## src/rtl/scan_pkg.sv

```systemverilog
package scan_pkg;
  // true when val lies in [lo, lo+len)
  function automatic logic in_span(input int val, input int lo, input int len);
    return (val >= lo) && (val < lo + len);
  endfunction
endpackage

```

## src/rtl/scan_timing.sv

```systemverilog
module scan_timing #(
  parameter int H_VIS  = 640,
  parameter int H_FP   = 16,
  parameter int H_SYNC = 96,
  parameter int H_BP   = 48,
  parameter int V_VIS  = 480,
  parameter int V_FP   = 10,
  parameter int V_SYNC = 2,
  parameter int V_BP   = 33,
  parameter int HCW    = 10,
  parameter int VCW    = 10
) (
  input  logic           clk,
  input  logic           rst,
  output logic [HCW-1:0] hcnt,
  output logic [VCW-1:0] vcnt,
  output logic           hsync_n,
  output logic           vsync_n
);
  localparam int HT = H_VIS + H_FP + H_SYNC + H_BP;
  localparam int VT = V_VIS + V_FP + V_SYNC + V_BP;

  always_ff @(posedge clk) begin
    if (rst) begin
      hcnt    <= '0;
      vcnt    <= '0;
      hsync_n <= 1'b1;
      vsync_n <= 1'b1;
    end else begin
      if (int'(hcnt) == HT - 1) begin
        hcnt <= '0;
        if (int'(vcnt) == VT - 1) vcnt <= '0;
        else                      vcnt <= vcnt + VCW'(1);
      end else begin
        hcnt <= hcnt + HCW'(1);
      end
      hsync_n <= !scan_pkg::in_span(int'(hcnt), H_VIS + H_FP, H_SYNC);
      vsync_n <= !scan_pkg::in_span(int'(vcnt), V_VIS + V_FP, V_SYNC);
    end
  end
endmodule

```

## src/rtl/scan_fetch.sv

```systemverilog
module scan_fetch #(
  parameter int V_VIS  = 480,
  parameter int IMG_W  = 512,
  parameter int IMG_H  = 342,
  parameter int IMG_X0 = 64,
  parameter int IMG_Y0 = 69,
  parameter int WORD_W = 16,
  parameter int ADDR_W = 18,
  parameter int BASE_A = 0,
  parameter int BASE_B = 16384,
  parameter int HCW    = 10,
  parameter int VCW    = 10
) (
  input  logic              clk,
  input  logic              rst,
  input  logic [HCW-1:0]    hcnt,
  input  logic [VCW-1:0]    vcnt,
  input  logic              fb_sel,
  output logic              rd_req,
  output logic [ADDR_W-1:0] rd_addr,
  input  logic [WORD_W-1:0] rd_data,
  output logic              busy,
  output logic [WORD_W-1:0] word_q
);
  // request issued from counter value three ahead of the word's first column
  localparam int LEAD = IMG_X0 - 3;

  int   col;
  logic go;
  logic cap;
  logic [ADDR_W-1:0] ptr;

  always_comb begin
    col = int'(hcnt) - LEAD;
    go  = scan_pkg::in_span(int'(vcnt), IMG_Y0, IMG_H) &&
          (col >= 0) && (col < IMG_W) && ((col % WORD_W) == 0);
  end

  always_ff @(posedge clk) begin
    if (rst) begin
      ptr     <= ADDR_W'(BASE_A);
      rd_req  <= 1'b0;
      rd_addr <= '0;
      busy    <= 1'b0;
      cap     <= 1'b0;
      word_q  <= '0;
    end else begin
      rd_req <= go;
      busy   <= go | rd_req;
      cap    <= rd_req;
      if (cap) word_q <= rd_data;
      if (int'(hcnt) == 0 && int'(vcnt) == V_VIS) begin
        ptr <= fb_sel ? ADDR_W'(BASE_B) : ADDR_W'(BASE_A);
      end else if (go) begin
        rd_addr <= ptr;
        ptr     <= ptr + ADDR_W'(1);
      end
    end
  end
endmodule

```

## src/rtl/scan_shift.sv

```systemverilog
module scan_shift #(
  parameter int IMG_W  = 512,
  parameter int IMG_H  = 342,
  parameter int IMG_X0 = 64,
  parameter int IMG_Y0 = 69,
  parameter int WORD_W = 16,
  parameter int HCW    = 10,
  parameter int VCW    = 10
) (
  input  logic              clk,
  input  logic              rst,
  input  logic [HCW-1:0]    hcnt,
  input  logic [VCW-1:0]    vcnt,
  input  logic [WORD_W-1:0] word_q,
  output logic              video
);
  int   c;
  logic inwin;
  logic first;
  logic [WORD_W-1:0] sh;

  always_comb begin
    c     = int'(hcnt) - IMG_X0;
    inwin = scan_pkg::in_span(int'(vcnt), IMG_Y0, IMG_H) && (c >= 0) && (c < IMG_W);
    first = inwin && ((c % WORD_W) == 0);
  end

  always_ff @(posedge clk) begin
    if (rst) begin
      video <= 1'b0;
      sh    <= '0;
    end else if (!inwin) begin
      video <= 1'b0;
    end else if (first) begin
      video <= ~word_q[WORD_W-1];
      sh    <= {word_q[WORD_W-2:0], 1'b0};
    end else begin
      video <= ~sh[WORD_W-1];
      sh    <= {sh[WORD_W-2:0], 1'b0};
    end
  end
endmodule

```

## src/rtl/mono_scanout.sv

```systemverilog
module mono_scanout #(
  parameter int H_VIS  = 640,
  parameter int H_FP   = 16,
  parameter int H_SYNC = 96,
  parameter int H_BP   = 48,
  parameter int V_VIS  = 480,
  parameter int V_FP   = 10,
  parameter int V_SYNC = 2,
  parameter int V_BP   = 33,
  parameter int IMG_W  = 512,
  parameter int IMG_H  = 342,
  parameter int IMG_X0 = 64,
  parameter int IMG_Y0 = 69,
  parameter int WORD_W = 16,
  parameter int ADDR_W = 18,
  parameter int BASE_A = 0,
  parameter int BASE_B = 16384
) (
  input  logic              clk,
  input  logic              rst,
  input  logic              fb_sel,
  output logic              mem_rd_req,
  output logic [ADDR_W-1:0] mem_addr,
  input  logic [WORD_W-1:0] mem_rdata,
  output logic              rd_busy,
  output logic              hsync_n,
  output logic              vsync_n,
  output logic              video
);
  localparam int HT  = H_VIS + H_FP + H_SYNC + H_BP;
  localparam int VT  = V_VIS + V_FP + V_SYNC + V_BP;
  localparam int HCW = $clog2(HT);
  localparam int VCW = $clog2(VT);

  logic [HCW-1:0]    hcnt;
  logic [VCW-1:0]    vcnt;
  logic [WORD_W-1:0] word_q;

  scan_timing #(
    .H_VIS(H_VIS), .H_FP(H_FP), .H_SYNC(H_SYNC), .H_BP(H_BP),
    .V_VIS(V_VIS), .V_FP(V_FP), .V_SYNC(V_SYNC), .V_BP(V_BP),
    .HCW(HCW), .VCW(VCW)
  ) timing_i (
    .clk(clk), .rst(rst), .hcnt(hcnt), .vcnt(vcnt),
    .hsync_n(hsync_n), .vsync_n(vsync_n)
  );

  scan_fetch #(
    .V_VIS(V_VIS), .IMG_W(IMG_W), .IMG_H(IMG_H), .IMG_X0(IMG_X0), .IMG_Y0(IMG_Y0),
    .WORD_W(WORD_W), .ADDR_W(ADDR_W), .BASE_A(BASE_A), .BASE_B(BASE_B),
    .HCW(HCW), .VCW(VCW)
  ) fetch_i (
    .clk(clk), .rst(rst), .hcnt(hcnt), .vcnt(vcnt), .fb_sel(fb_sel),
    .rd_req(mem_rd_req), .rd_addr(mem_addr), .rd_data(mem_rdata),
    .busy(rd_busy), .word_q(word_q)
  );

  scan_shift #(
    .IMG_W(IMG_W), .IMG_H(IMG_H), .IMG_X0(IMG_X0), .IMG_Y0(IMG_Y0),
    .WORD_W(WORD_W), .HCW(HCW), .VCW(VCW)
  ) shift_i (
    .clk(clk), .rst(rst), .hcnt(hcnt), .vcnt(vcnt),
    .word_q(word_q), .video(video)
  );
endmodule

```

## config.mk

```make
export PLATFORM = sky130hd
export DESIGN_NAME = mono_scanout
export DESIGN_NICKNAME = d
export VERILOG_FILES = /design/src/rtl/scan_pkg.sv /design/src/rtl/scan_timing.sv /design/src/rtl/scan_fetch.sv /design/src/rtl/scan_shift.sv /design/src/rtl/mono_scanout.sv
export SDC_FILE = /design/constraint.sdc
export NUM_CORES = 1
export LEC_CHECK = 0
export ABC_CLOCK_PERIOD_IN_PS = 3500
export BUFFER_PORTS_ARGS = -buffer_cell sky130_fd_sc_hd__buf_2
export CORE_MARGIN = 5
export CORE_UTILIZATION = 41
export DETAILED_ROUTE_END_ITERATION = 16
export PLACE_DENSITY = 0.69
export SKIP_CTS_REPAIR_TIMING = 1
export SYNTH_ARGS = -nofsm -noshare
export SYNTH_HDL_FRONTEND = slang
export SYNTH_SLANG_ARGS = --single-unit
```

## constraint.sdc

```tcl
create_clock -name clk -period 3.5 [get_ports clk]
set_input_delay 0 -clock clk [delete_from_list [all_inputs] [get_ports clk]]
set_output_delay 0 -clock clk [all_outputs]
set_load 0.03 [all_outputs]
```

==> results_dict.tcl, run 1 <==
set metrics [dict create \
    outcome "finished clean" \
    r2r_start "timing_i.hcnt[0]" \
    timing.fmax_mhz 330 \
    drv_cap 0 \
    htreeDepth 3 \
    worstPathArrival_ns 3.32 \
    synth_area_leaders "dfxtp_1 46%, mux2i_1 7.9%, nand2_1 6.0%" \
    antennaDiodeCount 0 \
    synth_area_um2 4040 \
    vias 3406 \
    grt.overflow.total 0 \
    rr_worst_depth 8 \
    worstPathCellList "inv_1 -> ha_1 -> or4b_1 -> a21oi_2 -> o21ai_2 -> or3_1 -> or4_1 -> a21oi_1" \
    dp_hpwl_um 5750 \
    synth_edf_count 0 \
    whs_ns 0.0188 \
    synth_commonest_cells "93 x dfxtp_1, 65 x nand2_1, 62 x nor2_1, 35 x a21oi_1, 32 x mux2i_1" \
    first_iter_violations 234 \
    wl_per_cell_um 12.7 \
    yosys.area.top_type_share_pct 46.1 \
    slew_violations 0 \
    clockBufferDepth 2 \
    dpl-instance-area_um2 4360 \
    dr.pass1.iters 4 \
    crit_fanout 20 \
    p_leak_nw 1.69 \
    port_buffers 41 \
    seq_area_frac_synth_pct 46.1 \
    pre_cts_slack_ns 0.480 \
    tritoncts "yes" \
    die-width_um 109 \
    cts.sinks 93 \
    finalWorstSetupSlack_ns 0.470 \
    synth.largest_area_cell "dfxtp_1" \
    num-nets-final 547 \
    num_rows 36 \
    ant_nets 0 \
    wl_um 8380 \
    drc_errors 0 \
    power.density_nw_per_um2 378 \
    cp_num_buf_inv 1 \
    syn_to_final_growth_pct 16.2 \
    die-area_um2 11900 \
    reg2reg_to "fetch_i.ptr[10]" \
    post-route-cell-area_um2 4690 \
    cts_root_buf "clkbuf_8" \
    post-route-period-util_pct 86.6 \
    slew_headroom_pct 33.2 \
    setup_viol_count_final 0 \
    yosys_most_used_dff "dfxtp_1" \
    clk_pin_slew_ns 0.09 \
    internal_power_w 0.00136 \
    drive_gt1_share_pct 13.2 \
    floorplan.initialDensity_pct 41.7 \
    avgSynthCellArea_um2 8.60 \
    p_switching_w 0.000413 \
    r2r_slack_ns 0.47 \
    required_ns 3.79 \
    grt_max_degree 42 \
    synth_most_common_cell "dfxtp_1" \
    grt_antenna_before_repair 0 \
    clk-insertion-delay-late_ns 0.36 \
    viasPerCell 5.18 \
    hold_class "in2reg" \
    cpMaxStageDelayCell "or3_1" \
    ys_types 42 \
    track_usage_pct 14.4 \
    tightest_slew_ns 1.00 \
    period_minus_slack_ns 3.03 \
    clockPowerShare_pct 34.6 \
    endpoint_kind "flip-flop" \
    fin_skew_ns 0.00947 \
    cpPeakStageDelay_ns 0.65 \
    crit_family "simple AND/OR/NAND/NOR gates" \
    ys_seq_elements 93 \
    worst-setup-path-type "reg2reg" \
    coreArea_um2 9680 \
    synth-async-reset-ratio_pct 0 \
    hp-start "fb_sel" \
    ir_drop_mv 0.183 \
    combPwrFrac_pct 5.3 \
    final_util_pct 48.4 \
    netSwitchingFraction_pct 23.3 \
    die_height_um 109 \
    gp_congestion 0.828 \
    synthesis.nets 497 \
    hold_viol_final 0 \
    startpoint_type "flip-flop" \
    path_depth 8 \
    hold_path_end "fetch_i.ptr[14]" \
    ys.warnings.count 0 \
    cts-buffers-inserted 9 \
    power_frac_seq_pct 60.1 \
    io_pins 42 \
    grt_pass1_vias 3178 \
    grt_pass1_wl_um 14000 \
    rsz0062_at_grt "false" \
    setup_tns_ns 0 \
    netlist_instances 469 \
    nFillCells 916 \
    whs_path_depth 5 \
]
-- cell families after synthesis --
| group | share of synthesized area, % |
|---|---|
| compound gates | 12.1 |
| xor+xnor | 3.04 |
| fa+ha+maj | 2.79 |
| buf+inv | 3.10 |
| flops | 46.1 |
| mux | 7.94 |
| simple gates | 24.9 |
-- sequential cells by signal (all words and copies together), names as in the netlist, 10 cells and up --
name             flops
fetch_i.rd_addr     18
timing_i.vcnt       10
fetch_i.ptr         18
shift_i.sh          15
fetch_i.word_q      16
timing_i.hcnt       10
-- per-stage QoR --
| step | instances | total power [W] |
|---|---|---|
| after floorplan | 469 | 0.00115 |
| after global routing | 657 | 0.00185 |
| final | 657 | 0.00177 |
| after detailed placement | 625 | 0.00117 |
| after CTS | 641 | 0.00179 |
| after global placement | 625 | 0.00117 |
-- power by group through the flow --
stage	sequential [W]	combinational (W)	clock, W
after floorplan	0.00109	0.0000586	0
after global placement	0.00109	0.0000788	0
after detailed placement	0.00109	0.0000801	0
after CTS	0.00107	0.0000804	0.000641
after global routing	0.00107	0.000102	0.000681
final	0.00107	0.0000937	0.000614
-- tightest hold or removal path, cell delays in order --
cell	delay [ns]
buf_2	0.07
inv_1	0.04
nor2_1	0.09
o21ai_0	0.08
nand3_1	0.06
-- worst max path at each step --
| stage | start | end | slack [ns] |
|---|---|---|---|
| 2_1_floorplan | timing_i.hcnt[0] | fetch_i.ptr[17] | 0.84 |
| 3_3_place_gp | timing_i.hcnt[0] | fetch_i.ptr[10] | 0.60 |
| 3_5_place_dp | timing_i.hcnt[0] | fetch_i.ptr[10] | 0.48 |
| 4_1_cts | timing_i.hcnt[0] | fetch_i.ptr[10] | 0.47 |
| 5_1_grt | timing_i.hcnt[0] | fetch_i.ptr[10] | 0.28 |
| 6_report | timing_i.hcnt[0] | fetch_i.ptr[10] | 0.47 |
-- metal layers --
| metal | vias up | global-route usage (%) | wire length [um] |
|---|---|---|---|
| met1 | 1582 | 18.4 | 3780 |
| met3 | 14 | 3.20 | 372 |
| met5 | - | 0 | 0 |
| li1 | 1740 | - | - |
| met4 | 0 | 4.72 | 140 |
| met2 | 70 | 23.9 | 4080 |
-- placed cells by master, fill, tap and decap left out, drive strengths merged, types with 6 or more instances in the layout --
master	n
dlygate4sd3	16
buf	47
ha	9
a21oi	36
xor2	9
dfxtp	93
clkbuf	10
clkinv	6
nand2	65
nor2	62
mux2i	32
or3	10
inv	7
nand3	19
o21ai	15
nand4	8
and3	8
a211oi	14
-- cell type report --
type / instances / area, um^2 / area share, %
sequential: 93 / 1860 / 39.7
multi-input combinational: 344 / 2050 / 43.8
inverter: 8 / 30.0 / 0.640
clock buffer: 10 / 128 / 2.72
timing repair buffer: 63 / 410 / 8.75
clock inverter: 6 / 40.0 / 0.854
tap: 133 / 166 / 3.55
Note: power is estimated with default switching activity, not from simulation.
==> run 2: changes to the inputs <==
--- a/config.mk
+++ b/config.mk
@@ -11,7 +11,9 @@
 export CORE_UTILIZATION = 41
 export DETAILED_ROUTE_END_ITERATION = 16
 export PLACE_DENSITY = 0.69
+export RECOVER_POWER = 50
 export SKIP_CTS_REPAIR_TIMING = 1
 export SYNTH_ARGS = -nofsm -noshare
 export SYNTH_HDL_FRONTEND = slang
+export SYNTH_HIERARCHICAL = 1
 export SYNTH_SLANG_ARGS = --single-unit
==> results_dict.tcl, run 2 <==
set metrics [dict create \
    outcome "finished, violations left" \
    violations "max-capacitance violations, max-slew violations" \
    dr_wl_met3_um 368 \
    startpoint_type "flip-flop" \
    ant_nets 0 \
    r2r_start "timing_i/vcnt[4]" \
    crit_fanout 16 \
    wl_um 9930 \
    yosys.area.top_type_share_pct 40.5 \
    antennaDiodeCount 0 \
    drive_gt1_share_pct 10.8 \
    die_height_um 116 \
    required_ns 3.72 \
    cts-buffers-inserted 9 \
    grt.overflow.total 0 \
    drv_cap 2 \
    multi_input_area_um2 2450 \
    slew_headroom_pct -12.1 \
    vias 3661 \
    rsz0062_at_grt "false" \
    avgSynthCellArea_um2 9.10 \
    yosys_most_used_dff "dfxtp_1" \
    clk-insertion-delay-late_ns 0.34 \
    hold_viol_final 0 \
    final_util_pct 47.9 \
    power_frac_seq_pct 47.7 \
    internal_power_w 0.00176 \
    netSwitchingFraction_pct 21.5 \
    seq_area_um2 1860 \
    pre_cts_slack_ns 1.08 \
    cts_root_buf "clkbuf_16" \
    htreeDepth 3 \
    worst-setup-path-type "reg2reg" \
    seq_area_frac_synth_pct 40.5 \
    wl_per_cell_um 14.4 \
    synth_area_leaders "dfxtp_1 41%, mux2i_1 8.5%, nor2_1 4.2%" \
    io_pins 42 \
    power_w 0.00224 \
    post-route-cell-area_um2 5240 \
    p_leak_nw 1.89 \
    fin_skew_ns 0.00597 \
    ir_drop_mv 0.314 \
    syn_to_final_growth_pct 14.0 \
    power.density_nw_per_um2 427 \
    synthesis.nets 530 \
    finalWorstSetupSlack_ns 0.824 \
    grt_pass1_vias 3414 \
    tritoncts "yes" \
    die-width_um 116 \
    viasPerCell 5.32 \
    port_buffers 41 \
    dpl-instance-area_um2 4800 \
    clk_pin_slew_ns 0.07 \
    reg_top3 "fetch_i/ptr: 18 flops, fetch_i/rd_addr: 18 flops, fetch_i/word_q: 16 flops" \
    period_minus_slack_ns 2.68 \
    synth_commonest_cells "93 x dfxtp_1, 51 x nor2_1, 39 x mux2i_1, 29 x nand3_1, 26 x a21oi_1" \
    coreArea_um2 10900 \
    grt_max_degree 82 \
    post-route-period-util_pct 76.4 \
    ys_types 67 \
    tightest_slew_ns 1.68 \
    dp_hpwl_um 6520 \
    synth_most_common_cell "dfxtp_1" \
    synth_area_um2 4600 \
    gp_congestion 0.856 \
    synth-async-reset-ratio_pct 0 \
    endpoint_kind "flip-flop" \
    hp-start "rst" \
    synth.largest_area_cell "dfxtp_1" \
    dr.pass1.iters 4 \
    ys_seq_elements 93 \
    first_iter_violations 287 \
    hold_class "in2reg" \
    clockPowerShare_pct 48.1 \
    final_cell_mix "93 x dfxtp_1, 51 x nor2_1, 39 x mux2i_1" \
    routed.top_layer "met4" \
    synth_edf_count 0 \
    layout_commonest_cell "dfxtp_1" \
    cts.sinks 93 \
    netlist_instances 505 \
    critPathLaunch "timing_i/vcnt[4]" \
    setup_tns_ns 0 \
    num_rows 38 \
    drc_errors 0 \
    grt_pass1_wl_um 16300 \
    die-area_um2 13400 \
    clockBufferDepth 2 \
    combPwrFrac_pct 4.2 \
    slew_violations 99 \
    wl_met1_um 4700 \
    setup_viol_count_final 0 \
    worstPathArrival_ns 2.90 \
    ys.warnings.count 6 \
    floorplan.initialDensity_pct 42.0 \
    grt_antenna_before_repair 0 \
    wl_met2_um 4760 \
    timing.fmax_mhz 374 \
    track_usage_pct 15.0 \
    p_switching_w 0.000482 \
    nFillCells 1016 \
    num-nets-final 568 \
]
==> run 2: worst paths after layout <==
path | endpoint | slack (ns) | cells after the start
worst max register to register | shift_i/sh[10] | 0.82 | 4
worst min register to register | shift_i/video | 0.47 | 1
worst max-delay path | shift_i/sh[10] | 0.82 | 4
worst min-delay path | fetch_i/ptr[3] | 0.14 | 4
==> run 2: cells by family after synthesis <==
| kind of cell | after synthesis | synth area share, % |
|---|---|---|
| adders and majority gates | 6 | 1.63 |
| buffers and inverters | 47 | 5.63 |
| and+or+nand+nor | 208 | 25.3 |
| xor gates and xnor gates | 15 | 2.86 |
| AOI/OAI and AO/OA | 83 | 12.1 |
| muxes | 53 | 11.9 |
| DFF | 93 | 40.5 |
==> run 2: area by class of cell <==
| class | instances | share of cell area [%] |
|---|---|---|
| Multi-Input combinational cell | 365 | 46.8 |
| Timing Repair Buffer | 63 | 7.26 |
| Sequential cell | 93 | 35.5 |
| Clock inverter | 6 | 1.77 |
| Inverter | 11 | 0.788 |
| Tap cell | 140 | 3.34 |
| Clock buffer | 10 | 4.56 |
==> run 2: stage by stage <==
stage,hold WS (ns),cells
floorplan,0.147,505
global placement,0.236,655
detailed placement,0.243,655
CTS,-0.118,671
global route,0.187,688
finish,0.139,688
==> run 2: per-layer routing <==
metal | up-vias | global-route usage, %
met5 | - | 0
met4 | 0 | 4.56
met3 | 6 | 3.86
met2 | 48 | 24.2
met1 | 1732 | 19.7
li1 | 1875 | -
==> run 2: power by group through the flow <==
| stage | registers [W] | logic (W) | clock network [W] |
|---|---|---|---|
| floorplan | 0.00109 | 0.0000630 | 0 |
| global placement | 0.00109 | 0.0000789 | 0 |
| detailed placement | 0.00109 | 0.0000800 | 0 |
| CTS | 0.00107 | 0.0000801 | 0.00110 |
| global route | 0.00107 | 0.000102 | 0.00116 |
| finish | 0.00107 | 0.0000934 | 0.00108 |
==> run 2: critical path, stage by stage, from the launching register on <==
cell and delay, ns:
dfxtp_1 0.42, nor4_1 0.35, nand2_1 0.09, o2111ai_1 1.30, mux2_1 0.40
